==> src/rtl/gpio_bitset.sv <==
module gpio_bitset #(
  parameter int NPINS = 16,
  parameter int AW    = 4
) (
  input  logic             clk,
  input  logic             rst_n,
  input  logic             bus_valid,
  input  logic             bus_write,
  input  logic [AW-1:0]    bus_addr,
  input  logic [NPINS-1:0] bus_wdata,
  output logic [NPINS-1:0] bus_rdata,
  input  logic [NPINS-1:0] pin_in,
  output logic [NPINS-1:0] pin_out,
  output logic [NPINS-1:0] pin_oe,
  output logic             irq
);
  localparam logic [AW-1:0] A_DIR  = AW'(0);
  localparam logic [AW-1:0] A_OSET = AW'(1);
  localparam logic [AW-1:0] A_OCLR = AW'(2);
  localparam logic [AW-1:0] A_STAT = AW'(3);
  localparam logic [AW-1:0] A_ESET = AW'(4);
  localparam logic [AW-1:0] A_ECLR = AW'(5);
  localparam logic [AW-1:0] A_EDGE = AW'(6);
  localparam logic [AW-1:0] A_BOTH = AW'(7);
  localparam logic [AW-1:0] A_ACK  = AW'(8);

  logic [NPINS-1:0] dir_q, out_q, ien_q, edge_q, both_q;
  logic [NPINS-1:0] sync1_q, sync2_q, prev_q, latch_q;
  logic [NPINS-1:0] sense, ev, active, ack_mask;
  logic             wr;

  assign wr       = bus_valid & bus_write;
  assign ack_mask = (wr && bus_addr == A_ACK) ? bus_wdata : '0;

  assign sense  = (dir_q & out_q) | (~dir_q & sync2_q);
  assign ev     = edge_q & ((sense & ~prev_q) | (both_q & ~sense & prev_q));
  assign active = (edge_q & latch_q) | (~edge_q & sense);
  assign irq    = |(active & ien_q);

  assign pin_out = out_q;
  assign pin_oe  = dir_q;

  always_ff @(posedge clk or negedge rst_n) begin
    if (!rst_n) begin
      dir_q   <= '0;
      out_q   <= '0;
      ien_q   <= '0;
      edge_q  <= '0;
      both_q  <= '0;
      sync1_q <= '0;
      sync2_q <= '0;
      prev_q  <= '0;
      latch_q <= '0;
    end else begin
      sync1_q <= pin_in;
      sync2_q <= sync1_q;
      prev_q  <= sense;
      latch_q <= (latch_q & ~ack_mask) | ev;
      if (wr) begin
        case (bus_addr)
          A_DIR:  dir_q  <= bus_wdata;
          A_OSET: out_q  <= out_q | bus_wdata;
          A_OCLR: out_q  <= out_q & ~bus_wdata;
          A_ESET: ien_q  <= ien_q | bus_wdata;
          A_ECLR: ien_q  <= ien_q & ~bus_wdata;
          A_EDGE: edge_q <= bus_wdata;
          A_BOTH: both_q <= bus_wdata;
          default: ;
        endcase
      end
    end
  end

  always_comb begin
    case (bus_addr)
      A_DIR:          bus_rdata = dir_q;
      A_OSET, A_OCLR: bus_rdata = out_q;
      A_STAT:         bus_rdata = sense;
      A_ESET, A_ECLR: bus_rdata = ien_q;
      A_EDGE:         bus_rdata = edge_q;
      A_BOTH:         bus_rdata = both_q;
      A_ACK:          bus_rdata = latch_q;
      default:        bus_rdata = '0;
    endcase
  end

  AST_OUT_SET: assert property (@(posedge clk) disable iff (!rst_n)
    (wr && bus_addr == A_OSET) |=> ((pin_out & $past(bus_wdata)) == $past(bus_wdata)));
  AST_OUT_HOLD: assert property (@(posedge clk) disable iff (!rst_n)
    !(wr && (bus_addr == A_OSET || bus_addr == A_OCLR)) |=> $stable(pin_out));
  AST_OUT_CLR: assert property (@(posedge clk) disable iff (!rst_n)
    (wr && bus_addr == A_OCLR) |=> ((pin_out & $past(bus_wdata)) == '0));
  AST_IEN_SET: assert property (@(posedge clk) disable iff (!rst_n)
    (wr && bus_addr == A_ESET) |=> ((ien_q & $past(bus_wdata)) == $past(bus_wdata)));
  AST_LATCH_STICKY: assert property (@(posedge clk) disable iff (!rst_n)
    !(wr && bus_addr == A_ACK) |=> ((latch_q & $past(latch_q)) == $past(latch_q)));
  AST_IRQ_MASKED: assert property (@(posedge clk) disable iff (!rst_n)
    (ien_q == '0) |-> !irq);
endmodule

==> config.mk <==
export PLATFORM = sky130hd
export DESIGN_NAME = gpio_bitset
export DESIGN_NICKNAME = d
export VERILOG_FILES = /design/src/rtl/gpio_bitset.sv
export SDC_FILE = /design/constraint.sdc
export NUM_CORES = 1
export LEC_CHECK = 0
export BUFFER_PORTS_ARGS = -buffer_cell sky130_fd_sc_hd__buf_2
export CAP_MARGIN = 20
export CELL_PAD_IN_SITES_DETAIL_PLACEMENT = 0
export CELL_PAD_IN_SITES_GLOBAL_PLACEMENT = 1
export CORE_MARGIN = 2
export CORE_UTILIZATION = 41
export DETAILED_ROUTE_END_ITERATION = 7
export GPL_ROUTABILITY_DRIVEN = 0
export PLACE_DENSITY_LB_ADDON = 0.3
export SYNTH_ARGS = -nofsm -noshare
export SYNTH_HDL_FRONTEND = slang
export SYNTH_SLANG_ARGS = --single-unit
==> constraint.sdc <==
create_clock -name clk -period 1.6 [get_ports clk]
set_input_delay 0.16 -clock clk [delete_from_list [all_inputs] [get_ports clk]]
set_output_delay 0.16 -clock clk [all_outputs]
set_load 0.02 [all_outputs]
[After elaboration in Yosys (flattened, before gate mapping)]
Index checks and enable logic that the tools add are counted.
Word-level totals
  output and inout port bits: 49
  input bits: 40
  word-level logic and storage cells: 58
  bits in registers: 144
Operators by class
  muxes and demuxes: 4
  reduce and logical (&&, ||, !) cells: 12
  eq/ne operators: 8
  bitwise gates (word level): 25
Operator list (number)
  AND 16 bit: 12
  one-hot mux 16 bit (7 select lines): 1
  inverter 16 bit: 6
  bitwise OR 16 bit: 6
  one-hot mux 16 bit (2 select lines): 2
  equality test 4 x 3 -> 1 bit (second input constant): 4
  two-way mux 16 bit: 1
  OR reduction 16 bit: 1
  AND reduction 2 bit: 5
  equality test 4 x 2 -> 1 bit (second input constant): 2
  equality test 4 x 1 -> 1 bit (second input constant): 1
  equality test 4 bit (second input constant): 1
  zero test 4 bit: 1
  nonzero test 2 bit: 2
  OR reduction 2 bit: 2
  AND 1 bit: 1
  logical AND 1 bit: 1

[Longest topological paths before layout]
Gate-level depths: netlist (run 1).
  depth after elaboration: 9
  mapped depth: 8
  mapped depth without buffers: 5

[Worst setup path after synthesis (run 1)]
OpenSTA, ideal clock, no wires.
  path kind: reg-to-output
  start point: register dir_q[11] (netlist: pin_oe[11])
  end point: output irq
  path buffers: 0
  required time: 1.440 ns
  data arrival time: 1.585 ns
  cell stages (with the launch flop): 6
  setup slack: -0.145 ns
  cell sequence: dfrtp_1 > mux2_2 > o211ai_1 > nand4_1 > a221oi_1 > nand4_1
Between the ends
  word-level cells in the longest chain between the ends: 7
  elaborated cells on any way between the ends: 8
  classes of those cells: bitwise (7); reduce/logical (1)
Ends and longest elaborated chain
  start, declared: line 27  | logic [NPINS-1:0] dir_q, out_q, ien_q, edge_q, both_q;
  start signal, assigned: line 61  | A_DIR: dir_q <= bus_wdata;
  inverter 16 bit: line 35  | assign sense = (dir_q & out_q) | (~dir_q & sync2_q);
  AND 16 bit: line 35
  bitwise OR 16 bit (*): line 35
  named net sense[11]: line 29  | logic [NPINS-1:0] sense, ev, active, ack_mask;
  AND 16 bit (*): line 37  | assign active = (edge_q & latch_q) | (~edge_q & sense);
  bitwise OR 16 bit (*): line 37
  AND 16 bit (*): line 38  | assign irq = |(active & ien_q);
  OR reduction 16 bit (*): line 38
  end, declared: line 15  | output logic irq
Mark *: on every way through the listed nets, which the timed path passes. The rest lies on a longest branch.

[Worst setup path in the final report (run 1)]
  start point: register dir_q[1] (netlist: pin_oe[1])
  end point: output irq
The elaborated chain is that of the path after synthesis.

==> results.cfg, run 1 <==
[status]
outcome = complete, but fails checks
violations = negative setup slack

[floorplanning]
start_util_pct = 41.54
die_width_um = 127.4
fp.dieH_um = 127.4
core-area_sq_um = 15030
die_area_sq_um = 16230
fp-row-count = 45
io_pins = 89

[synthesis]
yosys-top-cells-count = dfrtp_1 (144), nand2_1 (64), mux2_2 (41), a22oi_1 (27)
synth-edff-count = 0
synth_cells = 516
synth_top_cell_area_share_pct = 57.70
synth_cell_type_count = 36
ys_ff_latch = 144
synth_seq_area_share_pct = 57.70
synthArstFlopShare_pct = 100.0
synth_most_common_cell = dfrtp_1
postSynthAreaPerCell_sq_um = 12.10
ys_top_cells_by_area = dfrtp_1 (58%), mux2_2 (7.4%), mux2_1 (4.0%), nand2_1 (3.8%), a22oi_1 (3.2%)
syn_nets = 556
yosys_warnings = 0
synth_area_sq_um = 6245
synth_top_flop_cell = dfrtp_1
yosysTopAreaCell = dfrtp_1

[cells_and_area]
layout.cells.non_filler = 934
nets = 773
drive_above_1_share_pct = 42.49
design_area_sq_um = 8843
postLayoutCoreUtil_pct = 58.83
antenna_cells = 0
areaGrowthSynthToFinish_pct = 41.61

[worst_setup_path]
slowest_stage = dfrtp_2
critPathLaunchType = register
critPathCaptureType = primary output
worst-path-max-fanout = 2
cp_num_buf_inv = 1
startpoint = pin_oe[1]
path_class = reg -> out
crit_arrival_ns = 2.24
crit_family = compound AO/OA/AOI/OAI gates
crit_chain = mux2_4 > o211ai_1 > nand4_1 > a211oi_2 > nand4_1 > buf_4
path_common_cell = nand4_1
slowest_delay_ns = 0.41
reg2reg_from = pin_oe[3]
required_ns = 1.44

[pwr]
p_int_w = 0.008385
p_leak_nw = 4.156
report.power.total_w = 0.01206
comb_power_share_pct = 26.8
power_density_nw_per_um2 = 1363
seq_power_share_pct = 40.7
swShare_pct = 30.45
ir_drop_mv = 0.9489
clockPowerShare_pct = 32.5
switchingPower_w = 0.003671

[timing]
worst_slack_ns = -0.8012
fin_crit_sh_pct = 150.1
max_slew.worst_pin.slew_ns = 0.4929
rsz0062_at_grt = yes
finalSetupViolCount = 17
fmax_mhz = 416.5
hold_ws_ns = 0.01774
hold_viol = 0
skew_ns = 0.005686
slew-limit-headroom_pct = 67.10
min_period_ns = 2.401
drv_slew = 0

[routing]
vias = 5141
ant_nets = 0
wl_um = 18380
drtIter0Drc = 422
first_pass_iters = 6
drc = 0
drt-wirelength-per-cell_um = 19.68
vias_per_cell = 5.504

[cts]
cts_max_level = 4
cts_buffer_depth = 2
cts_root_buf = clkbuf_16
cts_buffers = 17
clock_latency_ns = 0.42
clock-sinks = 144
cts.clk_slew.worst_paths_ns = 0.06
cts_tree = built

[global_route]
grt_pass1_vias = 5257
antenna_found_initial = 0
grt_start_max_net_pins = 43
track_usage_pct = 23.43
overflow = 0
grt_pass1_wl_um = 28750

[placed_design]
placed_cell_area_sq_um = 7601
port_buffers = 88
dp_hpwl_um = 12210
placedCellCount = 866

[hold_path]
hold_class = in -> reg
hp-start = bus_wdata[12]

[run]
max-cap-violations = 0
-- cell families after synthesis --
family,count (synthesis),share of synthesized area (%)
flip-flops,144,57.70
AO/OA/AOI/OAI,139,15.45
multiplexers,79,13.93
XOR/XNOR,1,0.1403
AND/OR/NAND/NOR,116,9.357
buffers and inverters,37,3.426
-- worst register-to-register path, delay by kind of cell (launching register included) --
kind,cells,cell delay [ns]
AO/OA/AOI/OAI,1,0.24
multiplexers,2,0.43
buffers and inverters,3,0.36
flip-flops,1,0.42
-- layout make-up --
type	instances	area [sq um]
clock inverters	13	138.9
flip-flops and latches	144	3615
inverters	9	33.78
clock buffers	19	442.9
fillers	1252	6190
multi-input cells	335	2621
well taps	188	235.2
repair buffers	226	1757
-- worst paths after layout --
check / endpoint / slack, ns / cells past startpoint
max in group asynchronous: pin_oe[11] / 0.80 / 3
worst min-delay path: register / 0.02 / 2
min in group asynchronous: sync2_q[0] / 0.22 / 2
worst max register to register: latch_q[3] / 0.04 / 6
worst min register to register: sync2_q[3] / 0.34 / 0
worst max-delay path: irq / -0.80 / 6
-- routing by layer --
layer	up-vias	track usage, %	part of all wire (%)
met4	0	6.981	1.3
met2	162	38.63	49
met5	-	0	0
li1	2373	-	-
met1	2587	30.62	44
met3	19	6.030	5.4
-- stage by stage --
stage           TNS, ns  setup slack, ns
2_1_floorplan  -0.06374         -0.06374
3_3_place_gp     -6.198          -0.4311
3_5_place_dp     -9.007          -0.3928
4_1_cts          -4.764          -0.8327
5_1_grt          -5.719          -0.9283
6_report         -4.474          -0.8012
-- power by group through the flow --
stage	logic [W]	clock network [W]	registers (W)
2_1_floorplan	0.00122	0	0.00511
3_3_place_gp	0.00275	0	0.00488
3_5_place_dp	0.00282	0	0.00492
4_1_cts	0.00319	0.00398	0.00489
5_1_grt	0.00348	0.00415	0.00499
6_report	0.00324	0.00392	0.00490
-- cell usage in the layout (no fill, tap or decap), types with 11 or more instances in the layout --
cell / netlist / layout
o21ai_0: 17 / 14
buf_2: 3 / 71
mux2_2: 41 / 28
mux2_4: 0 / 13
a222oi_1: 13 / 13
nand3_2: 0 / 11
buf_4: 7 / 95
mux2_1: 22 / 22
dfrtp_1: 144 / 135
a22oi_1: 27 / 15
mux2i_1: 16 / 16
a31oi_1: 16 / 16
a21oi_1: 22 / 22
nand2_1: 64 / 64
o21ai_1: 10 / 13
a22oi_2: 0 / 12
dlygate4sd3_1: 0 / 25
clkbuf_16: 0 / 17
buf_6: 6 / 30
a22o_1: 16 / 16
-- what timing repair did --
item | in CTS | in global routing
pin swaps | 12 | 9
endpoints found under the setup margin | 17 | 17
hold buffers | 25 | 0
endpoints found under the hold margin | 69 | 0
buffers inserted | 9 | 4
resized for setup | 76 | 10
Note: power is estimated with default switching activity, not from simulation.
==> run 2, diff against run 1 <==
--- a/config.mk
+++ b/config.mk
@@ -11,8 +11,10 @@
 export CELL_PAD_IN_SITES_GLOBAL_PLACEMENT = 1
 export CORE_MARGIN = 2
 export CORE_UTILIZATION = 41
+export CTS_BUF_LIST = sky130_fd_sc_hd__clkbuf_16
 export DETAILED_ROUTE_END_ITERATION = 7
 export GPL_ROUTABILITY_DRIVEN = 0
+export GPL_TIMING_DRIVEN = 0
 export PLACE_DENSITY_LB_ADDON = 0.3
 export SYNTH_ARGS = -nofsm -noshare
 export SYNTH_HDL_FRONTEND = slang
==> results.cfg, run 2 (synthesis results as in run 1) <==
[status]
outcome = complete, but fails checks
violations = negative setup slack

[global_route]
grt_pass1_vias = 4917
overflow = 0
grt_start_max_net_pins = 81
grt_pass1_wl_um = 27570
antenna_found_initial = 0
track_usage_pct = 22.83

[routing]
vias = 4967
drtIter0Drc = 417
drt-wirelength-per-cell_um = 20.37
vias_per_cell = 5.625
drc = 0
wl_um = 17980
ant_nets = 0
first_pass_iters = 5

[worst_setup_path]
slowest_stage = dfrtp_2
critPathCaptureType = primary output
worstSetupEndpoint = irq
crit_family = compound AO/OA/AOI/OAI gates
worst-path-stages = 6
reg2reg_from = pin_oe[0]
slowest_delay_ns = 0.41
crit_chain = mux2_4 > o211ai_1 > nand4_1 > a221oi_2 > nand4_1 > buf_4
reg2reg_slack_ns = 0.16
critPathLaunchType = register
worst-path-max-fanout = 3
required_ns = 1.44
startpoint = pin_oe[0]
path_common_cell = nand4_1
crit_arrival_ns = 2.29
r2r.worst_path.cells = 5
reg2reg_to = latch_q[0]
path_class = reg -> out
cp_num_buf_inv = 1

[timing]
fin_crit_sh_pct = 153.2
rsz0062_at_grt = yes
slew-limit-headroom_pct = 59.01
drv_slew = 0
worst_slack_ns = -0.8516
hold_viol = 0
finalSetupViolCount = 17
fmax_mhz = 407.9
max_slew.worst_pin.slew_ns = 0.6148
skew_ns = 0.005836
min_period_ns = 2.452
setup_tns_ns = -4.072

[placed_design]
port_buffers = 86
dp_hpwl_um = 11310
placedCellCount = 791
dp_slack_ns = -0.8331

[pwr]
report.power.total_w = 0.01159
p_leak_nw = 3.848
power_density_nw_per_um2 = 1393
ir_drop_mv = 0.9066

[cells_and_area]
postLayoutCoreUtil_pct = 55.34
drive_above_1_share_pct = 35.83
layout_commonest_cell = dfrtp_1
antenna_cells = 0
layout_common_cells = dfrtp_1 (135), buf_2 (73), nand2_1 (64)
nets = 722
layout.cells.non_filler = 883
areaGrowthSynthToFinish_pct = 33.22

[floorplanning]
die_width_um = 127.4
io_pins = 89
die_area_sq_um = 16230
fp-row-count = 45
fp.dieH_um = 127.4
start_util_pct = 41.54
core-area_sq_um = 15030

[hold_path]
hold_class = in -> reg

[cts]
clock-sinks = 144
cts_tree = built
cts_buffer_depth = 2
cts_buffers = 17
cts.clk_slew.worst_paths_ns = 0.06
cts_root_buf = clkbuf_16
cts_max_level = 4
clock_latency_ns = 0.43

[run]
max-cap-violations = 0
[run 2: metrics by stage]
stage,instance area (sq um),hold slack [ns]
final,8319,0.009853
after global routing,8319,0.007124
after global placement,6948,0.2691
after floorplan,6282,-0.1356
after CTS,8142,0.0003322
after detailed placement,6982,0.1980
[run 2: area by class of cell]
| type | count | area (sq um) |
|---|---|---|
| well taps | 188 | 235.2 |
| flip-flops and latches | 144 | 3615 |
| multi-input cells | 335 | 2560 |
| plain buffers | 27 | 217.7 |
| clock inverters | 15 | 152.6 |
| repair buffers | 148 | 1080 |
| inverters | 9 | 33.78 |
| fillers | 1303 | 6714 |
| clock buffers | 17 | 425.4 |
[run 2: metal layers]
layer / routed length, um / global-route usage, % / up-vias
met3: 1115 / 7.496 / 31
met5: 0 / 0 / -
met1: 7642 / 28.87 / 2504
met2: 8714 / 36.55 / 171
li1: - / - / 2261
met4: 510 / 8.856 / 0
[run 2: worst min path at each step]
stage	endpoint	start	cells past startpoint	slack, ns
floorplan	async pin	rst_n	0	-0.14
global placement	sync1_q[8]	pin_in[8]	1	0.27
detailed placement	sync2_q[0]	rst_n	1	0.20
CTS	register	bus_wdata[14]	2	0.0003
global route	register	bus_wdata[11]	2	0.007
finish	register	bus_wdata[3]	2	0.01
[run 2: report_power, final]
| part | leakage (nW) | switching (W) | internal (W) |
|---|---|---|---|
| Combinational | 1.85 | 0.00134 | 0.00134 |
| Clock | 0.291 | 0.00151 | 0.00241 |
| Sequential | 1.71 | 0.000627 | 0.00437 |
[run 2: worst register-to-register path, delay by kind of cell, from the launching register on]
kind	cells	cell delay [ns]
AOI/OAI and AO/OA	1	0.23
buffers and inverters	2	0.27
DFF	1	0.41
muxes	2	0.43
[run 2: repair_timing]
action	CTS	global route
buffers inserted	23	18
endpoints found under the hold margin	85	0
pin swaps	13	17
gates cloned	0	0
resized for setup	58	15
hold buffers	22	0
endpoints found under the setup margin	28	19
